===== src/rtl/sc_pkg.sv =====
package sc_pkg;
  localparam int XLEN = 32;
  localparam int RIDX = 5;

  localparam logic [5:0] OP_RTYPE = 6'b000000;
  localparam logic [5:0] OP_ADDI  = 6'b001000;
  localparam logic [5:0] OP_LOAD  = 6'b100011;
  localparam logic [5:0] OP_STORE = 6'b101011;
  localparam logic [5:0] OP_BEQ   = 6'b000100;
  localparam logic [5:0] OP_BLE   = 6'b000110;
  localparam logic [5:0] OP_BNZ   = 6'b000101;
  localparam logic [5:0] OP_BLTZ  = 6'b000001;
  localparam logic [5:0] OP_JMP   = 6'b000010;
  localparam logic [5:0] OP_CALL  = 6'b000011;

  localparam logic [5:0] FN_ADD = 6'b100001;
  localparam logic [5:0] FN_SUB = 6'b100011;
  localparam logic [5:0] FN_AND = 6'b100100;
  localparam logic [5:0] FN_OR  = 6'b100101;
  localparam logic [5:0] FN_SLT = 6'b101010;
  localparam logic [5:0] FN_MUL = 6'b011000;
  localparam logic [5:0] FN_JR  = 6'b001000;

  typedef enum logic [2:0] {ALU_ADD, ALU_SUB, ALU_AND, ALU_OR, ALU_SLT, ALU_MUL} alu_e;
  typedef enum logic [2:0] {BR_NONE, BR_EQ, BR_LE, BR_NZ, BR_LTZ} br_e;
  typedef enum logic [1:0] {NX_SEQ, NX_BRANCH, NX_JUMP, NX_REG} nxt_e;
  typedef enum logic [1:0] {DST_RD, DST_RT, DST_LINK} dst_e;

  typedef struct packed {
    logic reg_we;
    dst_e dst;
    logic use_imm;
    logic mem_rd;
    logic mem_wr;
    alu_e alu;
    br_e  br;
    nxt_e nxt;
    logic link;
  } ctrl_t;

  function automatic logic [XLEN-1:0] sext16(input logic [15:0] v);
    return {{(XLEN-16){v[15]}}, v};
  endfunction

  function automatic logic [XLEN-1:0] alu_eval(input alu_e op,
                                               input logic [XLEN-1:0] a,
                                               input logic [XLEN-1:0] b);
    logic [2*XLEN-1:0] prod;
    prod = {{XLEN{1'b0}}, a} * {{XLEN{1'b0}}, b};
    case (op)
      ALU_SUB: return a - b;
      ALU_AND: return a & b;
      ALU_OR:  return a | b;
      ALU_SLT: return ($signed(a) < $signed(b)) ? {{(XLEN-1){1'b0}}, 1'b1} : '0;
      ALU_MUL: return prod[XLEN-1:0];
      default: return a + b;
    endcase
  endfunction

  function automatic logic br_check(input br_e kind,
                                    input logic [XLEN-1:0] a,
                                    input logic [XLEN-1:0] b);
    case (kind)
      BR_EQ:   return a == b;
      BR_LE:   return $signed(a) <= $signed(b);
      BR_NZ:   return a != b;
      BR_LTZ:  return a[XLEN-1];
      default: return 1'b0;
    endcase
  endfunction
endpackage


===== src/rtl/sc_decode.sv =====
module sc_decode
  import sc_pkg::*;
(
  input  logic [5:0] op,
  input  logic [5:0] funct,
  output ctrl_t      ctrl
);
  always_comb begin
    ctrl = '{reg_we: 1'b0, dst: DST_RD, use_imm: 1'b0, mem_rd: 1'b0, mem_wr: 1'b0,
             alu: ALU_ADD, br: BR_NONE, nxt: NX_SEQ, link: 1'b0};
    case (op)
      OP_RTYPE: begin
        ctrl.reg_we = 1'b1;
        case (funct)
          FN_ADD: ctrl.alu = ALU_ADD;
          FN_SUB: ctrl.alu = ALU_SUB;
          FN_AND: ctrl.alu = ALU_AND;
          FN_OR:  ctrl.alu = ALU_OR;
          FN_SLT: ctrl.alu = ALU_SLT;
          FN_MUL: ctrl.alu = ALU_MUL;
          FN_JR: begin
            ctrl.reg_we = 1'b0;
            ctrl.nxt    = NX_REG;
          end
          default: ctrl.reg_we = 1'b0;
        endcase
      end
      OP_ADDI: begin
        ctrl.reg_we = 1'b1; ctrl.dst = DST_RT; ctrl.use_imm = 1'b1;
      end
      OP_LOAD: begin
        ctrl.reg_we = 1'b1; ctrl.dst = DST_RT; ctrl.use_imm = 1'b1; ctrl.mem_rd = 1'b1;
      end
      OP_STORE: begin
        ctrl.use_imm = 1'b1; ctrl.mem_wr = 1'b1;
      end
      OP_BEQ:  begin ctrl.br = BR_EQ;  ctrl.nxt = NX_BRANCH; end
      OP_BLE:  begin ctrl.br = BR_LE;  ctrl.nxt = NX_BRANCH; end
      OP_BNZ:  begin ctrl.br = BR_NZ;  ctrl.nxt = NX_BRANCH; end
      OP_BLTZ: begin ctrl.br = BR_LTZ; ctrl.nxt = NX_BRANCH; end
      OP_JMP:  ctrl.nxt = NX_JUMP;
      OP_CALL: begin
        ctrl.nxt = NX_JUMP; ctrl.link = 1'b1; ctrl.reg_we = 1'b1; ctrl.dst = DST_LINK;
      end
      default: ;
    endcase
  end
endmodule


===== src/rtl/sc_regfile.sv =====
module sc_regfile
  import sc_pkg::*;
#(
  parameter int              NREG    = 32,
  parameter int              W       = XLEN,
  parameter int              SP_IDX  = 29,
  parameter logic [W-1:0]    SP_INIT = 128,
  localparam int             IW      = $clog2(NREG)
) (
  input  logic          clk,
  input  logic          rst_n,
  input  logic [IW-1:0] ra_idx,
  output logic [W-1:0]  ra_val,
  input  logic [IW-1:0] rb_idx,
  output logic [W-1:0]  rb_val,
  input  logic          we,
  input  logic [IW-1:0] w_idx,
  input  logic [W-1:0]  w_val
);
  logic [W-1:0] regs [NREG];
  logic         fresh;

  always_ff @(posedge clk or negedge rst_n) begin
    if (!rst_n) begin
      for (int i = 0; i < NREG; i++) regs[i] <= (i == SP_IDX) ? SP_INIT : '0;
      fresh <= 1'b1;
    end else begin
      fresh <= 1'b0;
      if (we && w_idx != '0) regs[w_idx] <= w_val;
    end
  end

  assign ra_val = regs[ra_idx];
  assign rb_val = regs[rb_idx];

  // preset values visible on the first cycle out of reset
  p_sp_preset_r1: assert property (@(posedge clk) disable iff (!rst_n)
    fresh |-> (regs[SP_IDX] == SP_INIT && regs[1] == '0));
  // the zero register never changes
  p_zero_hold_r2: assert property (@(posedge clk) disable iff (!rst_n)
    regs[0] == '0);
endmodule


===== src/rtl/sc_nextpc.sv =====
module sc_nextpc
  import sc_pkg::*;
(
  input  logic [XLEN-1:0] pc,
  input  logic [25:0]     target,
  input  logic [XLEN-1:0] imm_sx,
  input  logic [XLEN-1:0] rs_val,
  input  logic [XLEN-1:0] rt_val,
  input  br_e             br,
  input  nxt_e            nxt,
  output logic [XLEN-1:0] pc_plus4,
  output logic [XLEN-1:0] pc_next,
  output logic            redirect
);
  logic taken;

  assign pc_plus4 = pc + XLEN'(4);
  assign taken    = br_check(br, rs_val, rt_val);

  always_comb begin
    case (nxt)
      NX_BRANCH: pc_next = taken ? pc_plus4 + {imm_sx[XLEN-3:0], 2'b00} : pc_plus4;
      NX_JUMP:   pc_next = {pc[XLEN-1:XLEN-4], target, 2'b00};
      NX_REG:    pc_next = rs_val;
      default:   pc_next = pc_plus4;
    endcase
  end

  assign redirect = (nxt == NX_JUMP) || (nxt == NX_REG) || (nxt == NX_BRANCH && taken);

  // a jump keeps the upper four PC bits
  always_comb begin
    if (nxt == NX_JUMP) a_jump_region_r9: assert (pc_next[XLEN-1:XLEN-4] == pc[XLEN-1:XLEN-4]);
  end
endmodule


===== src/rtl/sc_core.sv =====
module sc_core
  import sc_pkg::*;
#(
  parameter int             DMEM_AW  = 7,
  parameter logic [31:0]    RESET_PC = 32'h0,
  parameter logic [31:0]    SP_INIT  = 32'd128,
  localparam int            LINK_IDX = 31
) (
  input  logic               clk,
  input  logic               rst_n,
  output logic [31:0]        imem_addr,
  input  logic [31:0]        imem_word,
  output logic [DMEM_AW-1:0] dmem_waddr,
  output logic               dmem_re,
  output logic               dmem_we,
  output logic [31:0]        dmem_wdata,
  input  logic [31:0]        dmem_rdata,
  output logic               wb_en,
  output logic [4:0]         wb_idx,
  output logic [31:0]        wb_val
);
  logic [XLEN-1:0] pc, pc_next, pc_plus4, imm_sx, rs_val, rt_val, alu_b, alu_y;
  logic [RIDX-1:0] rs_idx, rt_idx, rd_idx, dst_idx;
  logic            redirect;
  ctrl_t           ctrl;

  assign rs_idx = imem_word[25:21];
  assign rt_idx = imem_word[20:16];
  assign rd_idx = imem_word[15:11];
  assign imm_sx = sext16(imem_word[15:0]);

  sc_decode u_dec (.op(imem_word[31:26]), .funct(imem_word[5:0]), .ctrl(ctrl));

  sc_regfile #(.NREG(32), .W(XLEN), .SP_IDX(29), .SP_INIT(SP_INIT)) u_rf (
    .clk(clk), .rst_n(rst_n),
    .ra_idx(rs_idx), .ra_val(rs_val),
    .rb_idx(rt_idx), .rb_val(rt_val),
    .we(wb_en), .w_idx(dst_idx), .w_val(wb_val));

  assign alu_b = ctrl.use_imm ? imm_sx : rt_val;
  assign alu_y = alu_eval(ctrl.alu, rs_val, alu_b);

  sc_nextpc u_npc (
    .pc(pc), .target(imem_word[25:0]), .imm_sx(imm_sx),
    .rs_val(rs_val), .rt_val(rt_val), .br(ctrl.br), .nxt(ctrl.nxt),
    .pc_plus4(pc_plus4), .pc_next(pc_next), .redirect(redirect));

  always_comb begin
    case (ctrl.dst)
      DST_RT:   dst_idx = rt_idx;
      DST_LINK: dst_idx = RIDX'(LINK_IDX);
      default:  dst_idx = rd_idx;
    endcase
  end

  assign wb_en  = ctrl.reg_we && (dst_idx != '0);
  assign wb_idx = dst_idx;
  assign wb_val = ctrl.link ? pc_plus4 : (ctrl.mem_rd ? dmem_rdata : alu_y);

  assign dmem_waddr = alu_y[DMEM_AW+1:2];
  assign dmem_re    = ctrl.mem_rd;
  assign dmem_we    = ctrl.mem_wr;
  assign dmem_wdata = rt_val;

  always_ff @(posedge clk or negedge rst_n) begin
    if (!rst_n) pc <= RESET_PC;
    else        pc <= pc_next;
  end
  assign imem_addr = pc;

  // a committed write never targets register 0
  p_no_zero_write_r2: assert property (@(posedge clk) disable iff (!rst_n)
    wb_en |-> wb_idx != '0);
  // a load never also stores
  p_load_exclusive_r5: assert property (@(posedge clk) disable iff (!rst_n)
    dmem_re |-> !dmem_we);
  // a store makes no write-back
  p_store_quiet_r6: assert property (@(posedge clk) disable iff (!rst_n)
    dmem_we |-> (!wb_en && !dmem_re));
  // the all-zero word touches nothing and falls through
  p_nop_quiet_r7: assert property (@(posedge clk) disable iff (!rst_n)
    imem_word == '0 |-> (!wb_en && !dmem_we && !dmem_re && !redirect));
  // without a redirect the PC steps by one word
  p_seq_step_r7: assert property (@(posedge clk) disable iff (!rst_n)
    !redirect |=> imem_addr == $past(imem_addr) + 32'd4);
  // the call writes its return address into the link register
  p_link_write_r10: assert property (@(posedge clk) disable iff (!rst_n)
    ctrl.link |-> (wb_en && wb_idx == 5'd31 && wb_val == imem_addr + 32'd4));
  // a register jump lands on the source value
  p_reg_jump_r11: assert property (@(posedge clk) disable iff (!rst_n)
    (ctrl.nxt == NX_REG) |=> imem_addr == $past(rs_val));
endmodule


===== config.mk =====
export PLATFORM = sky130hd
export DESIGN_NAME = sc_core
export DESIGN_NICKNAME = d
export VERILOG_FILES = /design/src/rtl/sc_pkg.sv /design/src/rtl/sc_decode.sv /design/src/rtl/sc_regfile.sv /design/src/rtl/sc_nextpc.sv /design/src/rtl/sc_core.sv
export SDC_FILE = /design/constraint.sdc
export NUM_CORES = 2
export LEC_CHECK = 0
export BUFFER_PORTS_ARGS = -buffer_cell sky130_fd_sc_hd__buf_2
export CORE_MARGIN = 3
export CORE_UTILIZATION = 54
export DETAILED_ROUTE_END_ITERATION = 8
export PLACE_DENSITY_LB_ADDON = 0.15
export RECOVER_POWER = 50
export SETUP_SLACK_MARGIN = 0.4
export SLEW_MARGIN = 0
export SYNTH_ARGS = -nofsm -noshare
export SYNTH_HDL_FRONTEND = slang
export SYNTH_SLANG_ARGS = --single-unit

===== constraint.sdc =====
create_clock -name clk -period 35.5 [get_ports clk]
set_input_delay 5.325 -clock clk [delete_from_list [all_inputs] [get_ports clk]]
set_output_delay 5.325 -clock clk [all_outputs]
set_load 0.02 [all_outputs]

## Word-level counts from Yosys, hierarchy flattened

Index checks and enable logic that the tools add are counted.

| word-level totals | value |
|---|---|
| register bits | 1056 |
| bits of input ports | 66 |
| output and inout port bits | 111 |
| word-level logic and storage cells | 123 |

| cells by class | value |
|---|---|
| $add $sub $neg | 4 |
| multipliers | 1 |
| magnitude comparators | 6 |
| equality and inequality tests | 32 |
| multiplexer cells | 30 |
| bitwise gates (word level) | 5 |
| reduce and logical (&&, ||, !) cells | 11 |

Operators with widths:

| kind | count |
|---|---|
| 1024-bit bitwise mux | 1 |
| 32-bit binary-select mux with 5-bit select | 2 |
| 32-bit two-way mux | 9 |
| 32-bit demux with 5-bit select | 1 |
| 32-bit case mux with 5 select lines | 1 |
| 32-bit case mux with 3 select lines | 1 |
| 32-bit adder | 2 |
| 6-bit == test (second input constant) | 7 |
| 32-bit by 3-bit adder with 32-bit output (second input constant) | 1 |
| 32-bit AND | 1 |
| 32-bit == test | 1 |
| 32-bit <= comparator | 1 |
| 32-bit < comparator | 1 |
| 32-bit by 32-bit multiplier with 32-bit output | 1 |
| 32-bit != test | 1 |
| 32-bit OR | 1 |
| 32-bit subtractor | 1 |
| 6-bit by 3-bit == test with 1-bit output (second input constant) | 3 |
| 6-bit greater-or-equal comparator (second input constant) | 3 |
| 5-bit inverter with 6-bit output | 3 |
| 3-bit case mux with 5 select lines | 1 |
| 3-bit by 2-bit == test with 1-bit output (second input constant) | 4 |
| 6-bit by 2-bit == test with 1-bit output (second input constant) | 2 |
| 6-bit by 4-bit == test with 1-bit output (second input constant) | 2 |
| other kinds (23) | 38 |

## Depth between registers and ports, before layout

| depth | value |
|---|---|
| word-level depth | 11 |
| mapped depth | 46 |
| depth with buffers taken out | 36 |

## By module

A second synthesis with hierarchy kept.

| unflattened totals | value |
|---|---|
| cell total of the unflattened synthesis | 7912 |
| area, all modules | 82117.5 um^2 |

Modules (own cells, without submodules):

| module | times used | cells each | area an instance (um^2) | seq. area each (um^2) |
|---|---|---|---|---|
| sc_regfile | 1 | 4601 | 55943.7 | 25625.8 |
| sc_core | 1 | 2682 | 21917.3 | 800.8 |
| sc_nextpc | 1 | 576 | 3921.3 | 0.0 |
| sc_decode | 1 | 53 | 335.3 | 0.0 |

## Least setup slack after synthesis

OpenSTA, ideal clock, no wires.

| path | value |
|---|---|
| path type | input-to-output |
| from | input imem_word[16] |
| to | output wb_val[26] |
| data arrival time | 14.812 ns |
| required time | 30.175 ns |
| slack | 15.363 ns |
| cell stages on the path | 38 |
| buffers on the path | 9 |
| cell sequence | buf_6 -> clkbuf_4 -> buf_8 -> buf_8 -> buf_12 -> buf_6 -> mux4_2 -> a22oi_1 -> nand4_1 -> nor2_1 -> or2_2 -> clkbuf_1 -> clkbuf_1 -> nor2_1 -> fa_1 -> inv_1 -> fa_1 -> fa_1 -> (+2 left out) -> fa_1 -> inv_1 -> fa_1 -> inv_1 -> fa_1 -> fa_1 -> ha_1 -> a21oi_1 -> nor2b_1 -> o21ai_0 -> nand2_1 -> a221oi_1 -> o21bai_1 -> xnor2_1 -> o221ai_1 -> nor3_1 -> clkbuf_1 -> o22ai_1 |

| between the ends | value |
|---|---|
| word-level cells in the longest chain between the ends | 9 |
| elaborated cells on any way between the ends | 13 |
| classes of those cells | add/sub (2); mul (1); mux (7); bitwise (3) |

Ends and longest elaborated chain:

| what | RTL line | RTL |
|---|---|---|
| from (decl) | sc_core.sv:12 | `input logic [31:0] imem_word,` |
| 5-bit inverter with 6-bit output (not written as such) * | sc_regfile.sv:34 | `assign rb_val = regs[rb_idx];` |
| 32-bit binary-select mux with 5-bit select * | sc_regfile.sv:34 |  |
| 32-bit two-way mux (not written as such) * (2 in a row) | sc_regfile.sv:34 |  |
| named net dmem_wdata[2] | sc_core.sv:16 | `output logic [31:0] dmem_wdata,` |
| 32-bit two-way mux * | sc_core.sv:40 | `assign alu_b = ctrl.use_imm ? imm_sx : rt_val;` |
| 32-bit by 32-bit multiplier with 32-bit output, or another cell as far along | sc_pkg.sv:49 | `prod = {{XLEN{1'b0}}, a} * {{XLEN{1'b0}}, b};` |
| 32-bit case mux with 5 select lines * | sc_pkg.sv:50 | `case (op)` |
| 32-bit two-way mux * (2 in a row) | sc_core.sv:58 | `assign wb_val = ctrl.link ? pc_plus4 : (ctrl.mem_rd ? dmem_rdata : alu_y);` |
| to (decl) | sc_core.sv:20 | `output logic [31:0] wb_val` |

Mark *: on every way through the listed nets, which the timed path passes. The rest lies on a longest branch. The select of a mux whose other input is x is not followed.

## Worst setup path in the final report

| path | value |
|---|---|
| from | input imem_word[16] |
| to | output wb_val[27] |

| between the ends | value |
|---|---|
| word-level cells in the longest chain between the ends | 9 |
| elaborated cells on any way between the ends | 13 |
| classes of those cells | add/sub (2); mul (1); mux (7); bitwise (3) |

Ends and longest elaborated chain:

| what | RTL line |
|---|---|
| 5-bit inverter with 6-bit output (not written as such) * | sc_regfile.sv:34 |
| 32-bit binary-select mux with 5-bit select * | sc_regfile.sv:34 |
| 32-bit two-way mux (not written as such) * (2 in a row) | sc_regfile.sv:34 |
| 32-bit two-way mux * | sc_core.sv:40 |
| 32-bit by 32-bit multiplier with 32-bit output, or another cell as far along | sc_pkg.sv:49 |
| 32-bit case mux with 5 select lines * | sc_pkg.sv:50 |
| 32-bit two-way mux * (2 in a row) | sc_core.sv:58 |

Every way passes the cells marked *; elsewhere a longest branch is shown, timed or not. The select of a mux whose other input is x is not followed.

==> out/qor.txt <==
Die Y = 389 um
Half-perimeter wire length after detailed placement = 225000 um
DRT iter0 DRCs = 8821
Status = complete, but fails checks
Pin count of the biggest net entering global routing = 169
TritonCTS clock tree = built
Setup Skew = 0.103 ns
Row Count = 139
R2r setup slk = 24.18 ns
Post-CTS setup buffer count = 0
Num CTS Buffers = 112
Part of the cycle the worst path needs = 0.675
IO Port Bufs = 176
Layout cell share with drive strength beyond 1 = 0.135
Most frequent cells after synthesis = 1345 x nand2_1, 1055 x dfrtp_1, 1052 x o21ai_0
Top cell type's share of synthesized area = 0.333
Crit path from = imem_word[16]
Area contributors post-synth = dfrtp_1 33%, mux4_2 11%, fa_1 10%, o21ai_0 6.6%, nand2_1 6.4%
DR vias = 69.2k
Synthesized area = 79200 sq um
Max rail drop VDD = 38.2 uV
Clock tree root buffer cell = clkbuf_16
Leakage = 0.0385 uW
Dpl cells = 9953
Seq/Total Area, Yosys = 0.334
Worst Setup End Kind = primary output
Worst Path Max Fanout = 92
Vias in the first global route = 67.8k
Synth warnings = 0
Slew Viols, Final = 1081
Cts hold-fix bufs = 0
# nets final = 8926
Total gr overflow = 0
Top Layer Used = met5
Clock Latency Late Sink = 0.76 ns
First-pass DRT Iterations = 6
Yosys reg bits = 1056
Distinct cell type count after synthesis = 97
RSZ-0062 raised after global routing = no
Rel. slew slack = -4.92
Layout area overhead = 7.91%
Total track usage = 0.445
Slowest cell on crit path = a31oi_4
Syn nets = 9086
Crit-path leading delay family = buffers and inverters
Max Freq = 41.7 MHz
CTS clk-pin slew, worst paths = 0.07 ns
Total wire length = 339000 um
Cell taking the most area after synthesis = dfrtp_1
Final hold violations = 0
Vias/cell = 6.80
First-pass GRT wire length = 485000 um
Syn Inst Count = 8324
WP buf/inv = 12
GPL Wtd Cong = 1.04
Ys async rst share = 1.00
Placeable Area = 145000 sq um
Number of remaining DRC errors = 0
Clk sinks = 1056
# setup viols final = 0
Syn_area_per_cell = 9.52 sq um
Die Footprint = 151000 sq um
WL met2 = 147000 um
Die Wd = 389 um
Period minus WS final = 23.95 ns
Failing checks = max-capacitance violations, max-slew violations
Met3 wire length = 40600 um
Slowest stage delay, CP = 0.81 ns
Critical Path AT = 18.63 ns
Multi-input gate area = 47800 sq um
Starting Density = 0.548
Worst R2R Start = u_rf.regs[10]
CP Launch Type = input port
Area occupied by registers = 26400 sq um
Antenna Nets Post-Route = 0
Setup Total Neg Slack = 0 ns
Slew at the pin with the worst max-slew slack = 8.88 ns
Crit path kind = in -> out
Initial antenna violation count = 22
Hold Crit Class = reg -> reg
Io pins = 177
Hold Crit Start = u_rf.regs[1010]
CP most frequent cell = fa_1
Main synth FF type = dfrtp_1
Cell with the most instances after synthesis = nand2_1
CTS resizes = 0
Clk buf depth = 3
WP data required = 30.17 ns
Final Instance Count excl. Fillers = 10.2k
M1 WL = 122000 um
Max-Cap Viols = 13
Fillers = 12.7k
Power density cells = 45.9 nW/um^2
Number of flops mapped to enable cells by yosys = 0
WL per Instance = 33.3 um
H-tree levels = 3
==> layout by cell type, fill, tap and decap left out, types with 36 or more instances in the layout <==
| master | n |
|---|---|
| o31ai_1 | 47 |
| ha_1 | 285 |
| o21ai_2 | 41 |
| mux2i_1 | 333 |
| clkbuf_16 | 112 |
| dfrtp_1 | 1055 |
| a21o_1 | 37 |
| o21ai_0 | 1039 |
| nor2_1 | 565 |
| nor3_1 | 71 |
| buf_4 | 219 |
| o221ai_1 | 45 |
| a22oi_1 | 167 |
| nand2_1 | 1313 |
| nand3_1 | 115 |
| a21oi_1 | 260 |
| xor2_1 | 36 |
| mux4_2 | 385 |
| xnor2_1 | 101 |
| inv_1 | 608 |
| clkbuf_1 | 72 |
| fa_1 | 411 |
| buf_2 | 139 |
==> kinds of logic after synthesis <==
family | after synthesis | share of synthesized area
multiplexers | 730 | 0.153
AND/OR/NAND/NOR | 2322 | 0.121
buffers and inverters | 1326 | 0.0700
adder cells (fa/ha/maj) | 696 | 0.149
XOR/XNOR | 140 | 0.0158
flip-flops | 1056 | 0.334
AO/OA/AOI/OAI | 2054 | 0.157
==> worst paths after layout <==
| check | to | depth (start not counted) |
|---|---|---|
| worst max-delay path | wb_val[27] | 40 |
| worst min-delay path | u_rf.regs[1010] | 0 |
| worst max register to register | u_rf.regs[827] | 26 |
| worst min register to register | u_rf.regs[1010] | 0 |
| max in group asynchronous | u_rf.regs[606] | 3 |
| min in group asynchronous | u_rf.regs[970] | 1 |
==> through the flow <==
stage	total power [uW]	hold slack (ns)	area, sq um	setup slack [ns]	utilization
finish	3930	0.400	85500	11.55	0.591
global route	4070	0.408	85400	11.00	0.590
CTS	3900	0.398	85500	11.67	0.591
detailed placement	2690	0.384	81800	11.73	0.565
global placement	2680	0.377	81800	11.70	0.565
floorplan	2180	0.441	79200	15.36	-
==> registers in the layout, summed over array words and instances, names as in the netlist <==
| name | cells |
|---|---|
| imem_addr | 32 |
| u_rf.regs | 1024 |
==> layer usage <==
layer / up-vias / global-route usage
met4: 8 / 0.323
met3: 1291 / 0.125
met2: 4641 / 0.664
met5: - / 0
met1: 34600 / 0.557
li1: 28600 / -
==> report_power, final <==
group          total [uW]  internal (uW)  switching, uW  leakage (uW)
Sequential           1330           1270           61.0        0.0146
Clock                1220            691            525       0.00183
Combinational        1380            471            912        0.0221
==> cell type report <==
type | count | share of cell area
Multi-Input combinational cell | 5942 | 0.559
Sequential cell | 1056 | 0.309
Clock buffer | 167 | 0.0385
Timing Repair Buffer | 411 | 0.0310
Inverter | 641 | 0.0282
Tap cell | 1903 | 0.0279
Clock inverter | 37 | 0.00530
Antenna cell | 25 | 0.000732
(Power assumes the default switching activity.)
